<file path="src/rtl/e1rs_pkg.sv">
`timescale 1ns/1ps
package e1rs_pkg;
    typedef enum logic {RUN_CLEAN, RUN_ERRING} run_state_t;
    typedef enum logic {WIN_OPEN, WIN_TRIPPED} win_state_t;
    localparam int EV_CAS = 0;
    localparam int EV_FAS = 1;
    localparam int EV_CRC = 2;
    localparam int NUM_EV = 3;
endpackage

</file>
<file path="src/rtl/e1rs_run_det.sv">
`timescale 1ns/1ps
module e1rs_run_det
    import e1rs_pkg::*;
#(
    parameter int RUN_LEN = 3
) (
    input  logic clk,
    input  logic rst_n,
    input  logic stb,
    input  logic err,
    output logic fire
);
    localparam int CW = $clog2(RUN_LEN + 1);
    localparam logic [CW-1:0] LAST = CW'(RUN_LEN - 1);

    run_state_t st_q, st_d;
    logic [CW-1:0] cnt_q, cnt_d;

    always_ff @(posedge clk) begin
        if (!rst_n) begin
            st_q  <= RUN_CLEAN;
            cnt_q <= '0;
        end else begin
            st_q  <= st_d;
            cnt_q <= cnt_d;
        end
    end

    always_comb begin
        st_d  = st_q;
        cnt_d = cnt_q;
        fire  = 1'b0;
        unique case (st_q)
            RUN_CLEAN: begin
                if (stb && err) begin
                    if (cnt_q == LAST) begin
                        fire  = 1'b1;
                        cnt_d = '0;
                    end else begin
                        st_d  = RUN_ERRING;
                        cnt_d = cnt_q + 1'b1;
                    end
                end
            end
            RUN_ERRING: begin
                if (stb && !err) begin
                    st_d  = RUN_CLEAN;
                    cnt_d = '0;
                end else if (stb && err) begin
                    if (cnt_q == LAST) begin
                        fire  = 1'b1;
                        st_d  = RUN_CLEAN;
                        cnt_d = '0;
                    end else begin
                        cnt_d = cnt_q + 1'b1;
                    end
                end
            end
            default: begin
                st_d  = RUN_CLEAN;
                cnt_d = '0;
            end
        endcase
    end


    run_bound_chk: assert property (@(posedge clk) disable iff (!rst_n)
        cnt_q < CW'(RUN_LEN));

    good_clears_chk: assert property (@(posedge clk) disable iff (!rst_n)
        (stb && !err) |=> (cnt_q == '0 && st_q == RUN_CLEAN));

    idle_holds_chk: assert property (@(posedge clk) disable iff (!rst_n)
        !stb |=> $stable(cnt_q));
endmodule

</file>
<file path="src/rtl/e1rs_crc_win.sv">
`timescale 1ns/1ps
module e1rs_crc_win
    import e1rs_pkg::*;
#(
    parameter int BLOCK  = 1000,
    parameter int THRESH = 915
) (
    input  logic clk,
    input  logic rst_n,
    input  logic stb,
    input  logic err,
    output logic fire
);
    localparam int CW = $clog2(BLOCK + 1);
    localparam logic [CW-1:0] LAST_W = CW'(BLOCK - 1);
    localparam logic [CW-1:0] PRE_T  = CW'(THRESH - 1);

    win_state_t st_q, st_d;
    logic [CW-1:0] wcnt_q, wcnt_d, ecnt_q, ecnt_d;
    logic blk_end;

    always_ff @(posedge clk) begin
        if (!rst_n) begin
            st_q   <= WIN_OPEN;
            wcnt_q <= '0;
            ecnt_q <= '0;
        end else begin
            st_q   <= st_d;
            wcnt_q <= wcnt_d;
            ecnt_q <= ecnt_d;
        end
    end

    always_comb begin
        blk_end = stb && (wcnt_q == LAST_W);
        wcnt_d  = wcnt_q;
        ecnt_d  = ecnt_q;
        if (stb) begin
            wcnt_d = blk_end ? '0 : wcnt_q + 1'b1;
            ecnt_d = blk_end ? '0 : ecnt_q + CW'(err);
        end
    end

    always_comb begin
        st_d = st_q;
        fire = 1'b0;
        unique case (st_q)
            WIN_OPEN: begin
                if (stb && err && ecnt_q == PRE_T) begin
                    fire = 1'b1;
                    st_d = blk_end ? WIN_OPEN : WIN_TRIPPED;
                end
            end
            WIN_TRIPPED: begin
                if (blk_end) st_d = WIN_OPEN;
            end
            default: st_d = WIN_OPEN;
        endcase
    end


    blk_clear_chk: assert property (@(posedge clk) disable iff (!rst_n)
        (stb && wcnt_q == LAST_W) |=> (wcnt_q == '0 && ecnt_q == '0));

    err_le_words_chk: assert property (@(posedge clk) disable iff (!rst_n)
        ecnt_q <= wcnt_q);

    tripped_count_chk: assert property (@(posedge clk) disable iff (!rst_n)
        (st_q == WIN_TRIPPED) |-> (ecnt_q >= CW'(THRESH)));
endmodule

</file>
<file path="src/rtl/e1rs_regs.sv">
`timescale 1ns/1ps
module e1rs_regs
    import e1rs_pkg::*;
#(
    parameter int ADDR_W = 2,
    parameter int DATA_W = 8
) (
    input  logic              clk,
    input  logic              rst_n,
    input  logic [NUM_EV-1:0] ev,
    input  logic [2:0]        srch,
    input  logic              rd_en,
    input  logic [ADDR_W-1:0] rd_addr,
    output logic [DATA_W-1:0] rd_data
);
    localparam logic [ADDR_W-1:0] A_EVT  = ADDR_W'(0);
    localparam logic [ADDR_W-1:0] A_STAT = ADDR_W'(1);

    logic [NUM_EV-1:0] evt_q;
    logic              clr;

    assign clr = rd_en && (rd_addr == A_EVT);

    always_ff @(posedge clk) begin
        if (!rst_n) begin
            evt_q   <= '0;
            rd_data <= '0;
        end else begin
            evt_q <= clr ? ev : (evt_q | ev);
            if (rd_en) begin
                if (rd_addr == A_EVT)       rd_data <= DATA_W'(evt_q);
                else if (rd_addr == A_STAT) rd_data <= DATA_W'(srch);
                else                        rd_data <= '0;
            end
        end
    end


    ev_wins_chk: assert property (@(posedge clk) disable iff (!rst_n)
        (clr && ev[EV_FAS]) |=> evt_q[EV_FAS]);

    rd_clears_chk: assert property (@(posedge clk) disable iff (!rst_n)
        (clr && ev == '0) |=> evt_q == '0);

    upper_zero_chk: assert property (@(posedge clk) disable iff (!rst_n)
        rd_data[DATA_W-1:NUM_EV] == '0);

    stat_keeps_chk: assert property (@(posedge clk) disable iff (!rst_n)
        (rd_en && rd_addr == A_STAT) |=> ((evt_q & $past(evt_q)) == $past(evt_q)));
endmodule

</file>
<file path="src/rtl/e1rs_monitor.sv">
`timescale 1ns/1ps
module e1rs_monitor
    import e1rs_pkg::*;
#(
    parameter int FAS_RUN   = 3,
    parameter int CAS_RUN   = 2,
    parameter int CRC_BLOCK = 1000,
    parameter int CRC_LIMIT = 915,
    parameter int ADDR_W    = 2,
    parameter int DATA_W    = 8
) (
    input  logic              clk,
    input  logic              rst_n,
    input  logic              fas_stb,
    input  logic              fas_err,
    input  logic              cas_stb,
    input  logic              cas_err,
    input  logic              crc_stb,
    input  logic              crc_err,
    input  logic              fas_srch,
    input  logic              cas_srch,
    input  logic              crc_srch,
    input  logic              rd_en,
    input  logic [ADDR_W-1:0] rd_addr,
    output logic [DATA_W-1:0] rd_data
);
    logic [NUM_EV-1:0] ev;

    e1rs_run_det #(.RUN_LEN(FAS_RUN)) u_fas_det (
        .clk(clk), .rst_n(rst_n), .stb(fas_stb), .err(fas_err), .fire(ev[EV_FAS])
    );

    e1rs_run_det #(.RUN_LEN(CAS_RUN)) u_cas_det (
        .clk(clk), .rst_n(rst_n), .stb(cas_stb), .err(cas_err), .fire(ev[EV_CAS])
    );

    e1rs_crc_win #(.BLOCK(CRC_BLOCK), .THRESH(CRC_LIMIT)) u_crc_win (
        .clk(clk), .rst_n(rst_n), .stb(crc_stb), .err(crc_err), .fire(ev[EV_CRC])
    );

    e1rs_regs #(.ADDR_W(ADDR_W), .DATA_W(DATA_W)) u_regs (
        .clk(clk), .rst_n(rst_n), .ev(ev),
        .srch({fas_srch, cas_srch, crc_srch}),
        .rd_en(rd_en), .rd_addr(rd_addr), .rd_data(rd_data)
    );


    reset_zero_chk: assert property (@(posedge clk)
        !rst_n |=> rd_data == '0);

    hold_chk: assert property (@(posedge clk) disable iff (!rst_n)
        !rd_en |=> $stable(rd_data));
endmodule

</file>
<file path="config.mk">
export PLATFORM = sky130hd
export DESIGN_NAME = e1rs_monitor
export DESIGN_NICKNAME = d
export VERILOG_FILES = /design/src/rtl/e1rs_pkg.sv /design/src/rtl/e1rs_run_det.sv /design/src/rtl/e1rs_crc_win.sv /design/src/rtl/e1rs_regs.sv /design/src/rtl/e1rs_monitor.sv
export SDC_FILE = /design/constraint.sdc
export NUM_CORES = 1
export LEC_CHECK = 0
export BUFFER_PORTS_ARGS = -buffer_cell sky130_fd_sc_hd__buf_2
export CORE_ASPECT_RATIO = 0.6
export CORE_MARGIN = 2
export CORE_UTILIZATION = 60
export CTS_CLUSTER_SIZE = 8
export DETAILED_ROUTE_END_ITERATION = 16
export MAX_ROUTING_LAYER = met4
export PLACE_DENSITY = 0.83
export SKIP_CTS_REPAIR_TIMING = 1
export SLEW_MARGIN = 20
export SYNTH_ARGS = -nofsm -noshare
export SYNTH_HDL_FRONTEND = slang
export SYNTH_HIERARCHICAL = 1
export SYNTH_SLANG_ARGS = --single-unit
</file>
<file path="constraint.sdc">
create_clock -name clk -period 4.4 [get_ports clk]
set_input_delay 0.22 -clock clk [delete_from_list [all_inputs] [get_ports clk]]
set_output_delay 0.22 -clock clk [all_outputs]
set_load 0.05 [all_outputs]
</file>
* After elaboration in Yosys (flattened, before gate mapping)
Index checks and enable logic that the tools add are counted.
** Operators by class
- Multiplexer cells :: 36
- Magnitude comparators :: 0
- Equality and inequality tests :: 5
- Add/subtract/negate cells :: 4
- Bitwise gates (word level) :: 4
- Div/mod/pow operators :: 0
- Multipliers :: 0
- Shift operators :: 0
- Reduce and logical (&&, ||, !) cells :: 11
** Operators with widths (count)
- 10-bit == test, second input constant :: 2
- 10-bit 2-to-1 mux :: 2
- 1-bit 2-to-1 mux :: 18
- 2-bit 2-to-1 mux :: 6
- 10-bit by 1-bit adder with 10-bit output :: 1
- 10-bit by 1-bit adder with 10-bit output, second input constant :: 1
- 1-bit case mux with 2 select lines :: 5
- 1-bit logical AND :: 8
- 8-bit 2-to-1 mux :: 1
- 2-bit case mux with 2 select lines :: 2
- 3-bit 2-to-1 mux :: 2
- 2-bit by 1-bit adder with 2-bit output, second input constant :: 2
- 2-bit by 1-bit == test with 1-bit output, second input constant :: 2
- 1-bit NOT :: 3
- 3-bit OR :: 1
- 2-bit == test, second input constant :: 1
- 1-bit logical NOT :: 2
- 2-bit logical NOT :: 1
** Storage, ports and cells
- Memory bits (writable) :: 0
- Bits of input ports :: 14
- ROM bits :: 0
- Flip-flop bits (word level) :: 38
- Memories :: 0
- Bits in latches :: 0

* Longest topological paths before layout
Gate-level depths: netlist of the first run.
- Word-level depth :: 7
- Gate-level depth with buffers :: 6

* Cells and area by module
Netlist of the first run, hierarchy kept.
** Modules (own cells, without submodules)
- e1rs_crc_win :: cells an instance 110, seq. area each 420.4 um2, instances 1, area each 967.2 um2
- e1rs_regs :: cells an instance 31, seq. area each 120.1 um2, instances 1, area each 291.5 um2
- e1rs_run_det at u_fas_det :: cells an instance 15, seq. area each 60.1 um2, instances 1, area each 137.6 um2
- e1rs_run_det at u_cas_det :: cells an instance 16, seq. area each 60.1 um2, instances 1, area each 135.1 um2

* Least setup slack after synthesis of the first run
No wires, ideal clock.
- Path kind :: register -> register
- Start :: register u_crc_win.wcnt_q[0]
- End :: register u_crc_win.wcnt_q[8]
- Stages on the path, launching flop included :: 6
- Buffers on the path :: 1
- Required time :: 4.275 ns
- Path slack :: 2.964 ns
- Setup time :: 0.125 ns
- Arrival time :: 1.311 ns
- Cells stage by stage :: dfxtp_1 > ha_1 > nand3_1 > o31ai_4 > buf_6 > a21oi_1
** On the way
- Longest elaborated chain between the ends :: 3
- Elaborated cells between the ends (all ways) :: 4
- Classes of those cells :: 1 x add/sub; 1 x eq/ne; 1 x mux; 1 x reduce/logical
** Ends and longest elaborated chain
- start, declared :: line e1rs_crc_win.sv:19 : logic [CW-1:0] wcnt_q, wcnt_d, ecnt_q, ecnt_d;
- start signal, assigned :: line e1rs_crc_win.sv:29 : wcnt_q <= wcnt_d;
- parallel branches: the longest is 2 deep, another holds 10-bit by 1-bit adder with 10-bit output
- 10-bit 2-to-1 mux (*) :: line e1rs_crc_win.sv:39 : wcnt_d = blk_end ? '0 : wcnt_q + 1'b1;
Every way passes the cells marked *.
A chain may end at the register's enable or synchronous reset.

* Final worst setup path of the first run
- Start :: register u_crc_win.wcnt_q[0]
- End :: register u_crc_win.ecnt_q[0]
** On the way
- Longest elaborated chain between the ends :: 3
** Ends and longest elaborated chain
- 10-bit == test :: line e1rs_crc_win.sv:35 : blk_end = stb && (wcnt_q == LAST_W);
- 1-bit logical AND :: line e1rs_crc_win.sv:35
- 10-bit 2-to-1 mux :: line e1rs_crc_win.sv:40 : ecnt_d = blk_end ? '0 : ecnt_q + CW'(err);
- end signal, assigned :: line e1rs_crc_win.sv:30 : ecnt_q <= ecnt_d;
- end, declared :: line e1rs_crc_win.sv:19
Every way passes these cells.

==> results of run 1 <==
[cell usage in the layout, fill, tap and decap left out, drive strengths merged, types with 5 or more instances in the layout]
cell	Yosys	routed
inv	5	5
nand2	18	18
buf	8	16
clkbuf	1	6
dfxtp	33	33
a21oi	16	16
xor2	6	6
or3	7	7
nor2	10	10
o22ai	5	5
conb	1	5
o21ai	12	12
nand4	8	8
nand3	7	7
[power by group through the flow]
stage	clock network (W)	logic (W)	registers, W
after detailed placement	0	0.0000527	0.000319
after global placement	0	0.0000500	0.000318
after CTS	0.000221	0.0000528	0.000312
after global routing	0.000234	0.0000581	0.000313
after floorplan	0	0.0000415	0.000320
final	0.000214	0.0000530	0.000312
[registers in the layout, summed over array words and instances, names as in the netlist]
register          count
u_crc_win/ecnt_q     10
u_fas_det/cnt_q       2
u_cas_det/st_q        1
u_cas_det/cnt_q       2
u_regs/evt_q          3
u_crc_win/st_q        1
u_crc_win/wcnt_q     10
u_regs/rd_data        3
u_fas_det/st_q        1
[per-layer routing]
metal	track usage, %	vias up	wire (µm)
li1	-	654	-
met3	10.2	5	262
met5	-	-	0
met4	9.41	0	56
met2	35.2	41	1250
met1	26.6	597	1410
[metrics by stage]
step	std cells	total power (W)	cell area (µm²)
2_1_floorplan	176	0.000361	1550
3_3_place_gp	215	0.000368	1600
3_5_place_dp	215	0.000371	1600
4_1_cts	223	0.000586	1680
5_1_grt	223	0.000605	1680
6_report	223	0.000579	1680
[worst max path at each step]
stage | endpoint | cells after the start
6_report | u_crc_win/ecnt_q[0] | 4
3_5_place_dp | u_crc_win/ecnt_q[0] | 4
2_1_floorplan | u_crc_win/wcnt_q[8] | 5
3_3_place_gp | u_crc_win/ecnt_q[1] | 4
5_1_grt | u_crc_win/ecnt_q[0] | 4
4_1_cts | u_crc_win/ecnt_q[0] | 4
[area by class of cell]
type                            count  area [µm²]
Clock buffer                        6        72.6
Timing Repair Buffer               16        80.1
Inverter                            5        18.8
Sequential cell                    33         661
Tap cell                           32        40.0
Clock inverter                      2        10.0
Fill cell                         205         792
Multi-Input combinational cell    129         796
[kinds of logic (layout without fill, tap and decap cells)]
logic type / after synthesis / after routing
AND/OR/NAND/NOR: 67 / 67
AO/OA/AOI/OAI: 45 / 45
flip-flops: 33 / 33
buffers and inverters: 14 / 29
XOR/XNOR: 6 / 6
adder cells (fa/ha/maj): 3 / 3
multiplexers: 3 / 3
other: 1 / 5
[worst max-delay path: cells and delay by family (launching register included)]
kind	cells	cell delay, ns
AOI/OAI and AO/OA	2	0.89
DFF	1	0.37
and+or+nand+nor	1	0.21
adders and majority gates	1	0.20
==> results.toml, run 1 <==
[synth]
synthAdderAreaFrac_pct = 2.45
ys_ff_latch = 33
synth_xor_xnor_area_share_pct = 3.43
synth_most_common_cell = "dfxtp_1"
synth_cells = 172
synthDistinctLibCells = 40
yosys-top-cells-count = "dfxtp_1, nand2_1, a21oi_1"
synthFlopType = "dfxtp_1"
synth_top_area_share_pct = 43.1
synth_top_family_by_area = "simple AND/OR/NAND/NOR gates"
synth_area_um2 = 1530
yosys.area_share.simple_pct = 24.0
synth-edff-count = 0
async_flop_share_pct = 0
ys_top_cells_by_area = "dfxtp_1, a21oi_1, nand2_1, o21ai_0, xor2_1"
synth-seq-area-share_pct = 43.1
postSynthAreaPerCell_um2 = 8.90
yosysWarnings = 6
yosys.area.top_type = "dfxtp_1"
synth_mux_area_share_pct = 1.96
synth_compound_area_share_pct = 18.9

[global_route]
track_usage_pct = 23.0
grt_max_degree = 19
antenna_found_initial = 0
grt-ovfl-total = 0
grt_pass1_vias = 1161
grt_pass1_wl_um = 5020

[placed_design]
dp_hpwl_um = 2120
pre_cts_ws_ns = 2.60
gp_congestion = 0.841
port_buffers = 16

[cells_and_area]
final_util_pct = 67.9
diodes = 0
area_growth_pct = 9.56
nets = 207
drive_gt1_share_pct = 15.2

[power]
swShare_pct = 25.1
p_sw_w = 0.000146
power_frac_seq_pct = 53.9
leakage_nw = 0.633
pwr-share-comb_pct = 9.1
power_density_nw_per_um2 = 345
internal-power_w = 0.000434
clkPwrFrac_pct = 37.0
peakVddDrop_mv = 0.294

[worst_setup_path]
worstPathMaxFanout = 18
r2r-start = "u_crc_win/wcnt_q[0]"
r2r-end = "u_crc_win/ecnt_q[0]"
crit_required_ns = 4.54
end_kind = "flip-flop"
critPathSlowestCell = "o31ai_4"
worstPathArrival_ns = 1.96
critPathKind = "flip-flop to flip-flop"
start_kind = "flip-flop"
crit_chain = "ha_1, nand3_1, o31ai_4, o22ai_1"
r2r_cells = 4
regToRegSetupSlack_ns = 2.59
cpPeakStageDelay_ns = 0.70
crit_path_start = "u_crc_win/wcnt_q[0]"

[route]
dr.pass1.iters = 4
viasPerCell = 5.82
routed_wl_um = 2980
drtIter0Drc = 59
num_vias = 1297
wl_per_cell_um = 13.3
drc = 0
postRouteAntennaNets = 0

[sta]
slew_headroom_pct = 52.0
finalHoldViolCount = 0
rsz0062_at_grt = "no"
drv_slew = 0
fin_ws_ns = 2.59
clock_skew_ns = 0.00228
post-route-min-period_ns = 1.81
fmax_mhz = 551
post-route-period-util_pct = 41.2
finalSetupTns_ns = 0
tightest_slew_ns = 0.721
setup_viol = 0
whs_ns = 0.165

[floorplan]
ios = 22
die_y_um = 43.1
rows = 14
die_x_um = 69.2
core_um2 = 2470
die_area_um2 = 2990
start_util_pct = 62.0

[hold_path]
min_to = "u_cas_det/cnt_q[1]"
worstHoldPathType = "primary input to flip-flop"
hp-start = "cas_stb"
holdPathStages = 2

[clock_tree]
worstSkewPairLatency_ns = 0.29
cts_tree = "yes"
cts_root_buffer = "clkbuf_8"
clockBufferDepth = 2
cts.sinks = 33
clk_pin_slew_ns = 0.06
htree_levels = 2
cts_made_buffers = 5

[run]
cap_viol_max_count = 0

[run_status]
outcome = "complete, no violations"
(Power assumes the default switching activity.)
==> inputs of run 2 (changes only) <==
ABC_AREA = 1   (was not set)
CORE_UTILIZATION = 51   (was 60)
PLACE_DENSITY = 0.74   (was 0.83)
clock period = 1.5 ns   (was 4.4 ns; I/O delays follow)
==> run 2 against run 1 <==
  * Clock power rose to 3.1 times the previous value
  * Critical endpoint is now u_crc_win/ecnt_q[5]
  * Highest routed layer unchanged
  * Sequential power rose to 2.9 times the previous value
  * Core utilization down 8.6 points
  * First-iteration DRC count up 31%
  * Clock skew down 0.00077 ns
  * Routed wire length up 9.3%
  * Critical path depth up 4
  * Worst hold slack worse by 0.084 ns
  * Via count up 14%
  * Global-route usage down 3.4 points
==> results.toml, run 2 <==
[run_status]
outcome = "complete, no violations"

[floorplan]
core_um2 = 3220
start_util_pct = 53.1
rows = 16
ios = 22
die_x_um = 78.8
die_y_um = 48.9
die_area_um2 = 3850

[cells_and_area]
area_growth_pct = 11.7
nFillCells = 307
layout_commonest_cell = "nand2_1"
fin_cells = 320
final_cell_mix = "nand2_1, inv_1, nor2_1, dfxtp_1, nand3_1"
drive_gt1_share_pct = 17.1
nets = 292
top_regs = "u_crc_win/ecnt_q: 10 flops, u_crc_win/wcnt_q: 10 flops"
diodes = 0
final_util_pct = 59.3

[synth]
synth_top_area_share_pct = 38.6
synth-seq-area-share_pct = 38.6
ys_top_cells_by_area = "dfxtp_1, nand2_1, inv_1, nor2_1, nand3_1"
synth_most_common_cell = "nand2_1"
postSynthAreaPerCell_um2 = 6.77
yosys.area.top_type = "dfxtp_1"
synth_cells = 253
yosysWarnings = 6
synthFlopType = "dfxtp_1"
async_flop_share_pct = 0
yosys-top-cells-count = "nand2_1, inv_1, dfxtp_1, nor2_1, nand3_1"
synthDistinctLibCells = 28
synth-edff-count = 0
synth_area_um2 = 1710
ys_ff_latch = 33

[sta]
finalHoldViolCount = 0
drv_slew = 0
fmax_mhz = 766
post-route-min-period_ns = 1.31
finalSetupTns_ns = 0
post-route-period-util_pct = 87.1
fin_ws_ns = 0.194
whs_ns = 0.0807
rsz0062_at_grt = "no"
setup_viol = 0
clock_skew_ns = 0.00151

[worst_setup_path]
crit_required_ns = 1.68
start_kind = "flip-flop"
end_kind = "flip-flop"
worstPathArrival_ns = 1.49
regToRegSetupSlack_ns = 0.19
r2r-end = "u_crc_win/ecnt_q[5]"
critPathKind = "flip-flop to flip-flop"
r2r_cells = 8
r2r-start = "u_crc_win/ecnt_q[0]"
worstPathMaxFanout = 5

[hold_path]
min_to = "u_cas_det/cnt_q[1]"
holdPathStages = 3
hp-start = "cas_err"
worstHoldPathType = "primary input to flip-flop"

[route]
num_vias = 1477
wl_per_cell_um = 10.2
dr.pass1.iters = 4
drc = 0
viasPerCell = 4.62
routed_wl_um = 3260
postRouteAntennaNets = 0
drtIter0Drc = 77

[power]
clkPwrFrac_pct = 38.3
power_density_nw_per_um2 = 920
peakVddDrop_mv = 0.648
pwr-share-comb_pct = 10.0
leakage_nw = 0.866
internal-power_w = 0.00131
power_frac_seq_pct = 51.7
swShare_pct = 25.4
p_sw_w = 0.000447

[placed_design]
gp_congestion = 0.861
dp_cells = 313
pre_cts_ws_ns = 0.204
dp_hpwl_um = 2460
port_buffers = 16

[clock_tree]
htree_levels = 2
cts_root_buffer = "clkbuf_8"
clk_pin_slew_ns = 0.06
worstSkewPairLatency_ns = 0.28
cts_tree = "yes"
clockBufferDepth = 2
cts_made_buffers = 5
cts.sinks = 33

[run]
cap_viol_max_count = 0

[global_route]
grt_pass1_wl_um = 5610
grt-ovfl-total = 0
antenna_found_initial = 0
grt_max_degree = 16
track_usage_pct = 19.5
grt_pass1_vias = 1260
==> run 2: cell count changes after synthesis, moves of 7 or more <==
cell     before  now
nand4_1       8    1
nand3_1       7   24
o21ai_0      12    3
nand2_1      18   67
nor2_1       10   33
inv_1         3   37
or3_1         7    0
==> run 2: critical path: stages (launching register included) <==
cell and delay [ns]:
dfxtp_1 0.36, ha_1 0.18, inv_1 0.05, nor2_2 0.18
nand2_1 0.12, nor2_1 0.15, nand2_1 0.07, nand2_1 0.06
nor2_1 0.04
==> run 2: metal layers <==
metal	vias to the layer above	wire [µm]	share of wire [%]	GRT usage [%]
met5	-	0	0	-
met4	0	76	2.3	11.4
met3	7	164	5.0	5.56
met2	34	1180	36	24.8
met1	622	1840	56	27.2
li1	814	-	-	-
==> run 2: area by class of cell <==
| type | count | area, µm² | share of cell area (%) |
|---|---|---|---|
| multi-input cells | 177 | 866 | 45.3 |
| well taps | 45 | 56.3 | 2.95 |
| clock buffers | 7 | 86.3 | 4.52 |
| inverters | 41 | 155 | 8.12 |
| repair buffers | 17 | 87.6 | 4.58 |
| flip-flops and latches | 33 | 661 | 34.6 |
==> run 2: power by group through the flow <==
stage          registers (W)  logic [W]  clock network [W]
2_1_floorplan       0.000933   0.000126                  0
3_3_place_gp        0.000928   0.000171                  0
3_5_place_dp        0.000928   0.000175                  0
4_1_cts             0.000909   0.000176           0.000697
5_1_grt             0.000911   0.000197           0.000728
6_report            0.000909   0.000175           0.000674
==> run 2: stage by stage <==
| stage | total power, W | cell area (µm²) |
|---|---|---|
| final | 0.00176 | 1910 |
| after global routing | 0.00184 | 1910 |
| after global placement | 0.00110 | 1830 |
| after CTS | 0.00178 | 1910 |
| after detailed placement | 0.00110 | 1830 |
| after floorplan | 0.00106 | 1730 |
==> run 2: cell families after synthesis <==
kind of cell	after synthesis	share of synthesized area, %
xor gates and xnor gates	1	0.512
and+or+nand+nor	144	37.7
other	1	0.219
buffers and inverters	47	11.7
adders and majority gates	3	2.19
AOI/OAI and AO/OA	24	9.06
DFF	33	38.6
==> run 2: how the worst max path moves through the flow <==
stage / from / end / slack (ns) / depth (start not counted)
global route: u_crc_win/ecnt_q[0] / u_crc_win/ecnt_q[4] / 0.04 / 6
floorplan: u_crc_win/ecnt_q[0] / u_crc_win/ecnt_q[6] / 0.33 / 8
global placement: u_crc_win/ecnt_q[0] / u_crc_win/ecnt_q[6] / 0.23 / 8
CTS: u_crc_win/ecnt_q[0] / u_crc_win/ecnt_q[5] / 0.19 / 8
finish: u_crc_win/ecnt_q[0] / u_crc_win/ecnt_q[5] / 0.19 / 8
detailed placement: u_crc_win/ecnt_q[0] / u_crc_win/ecnt_q[5] / 0.20 / 8
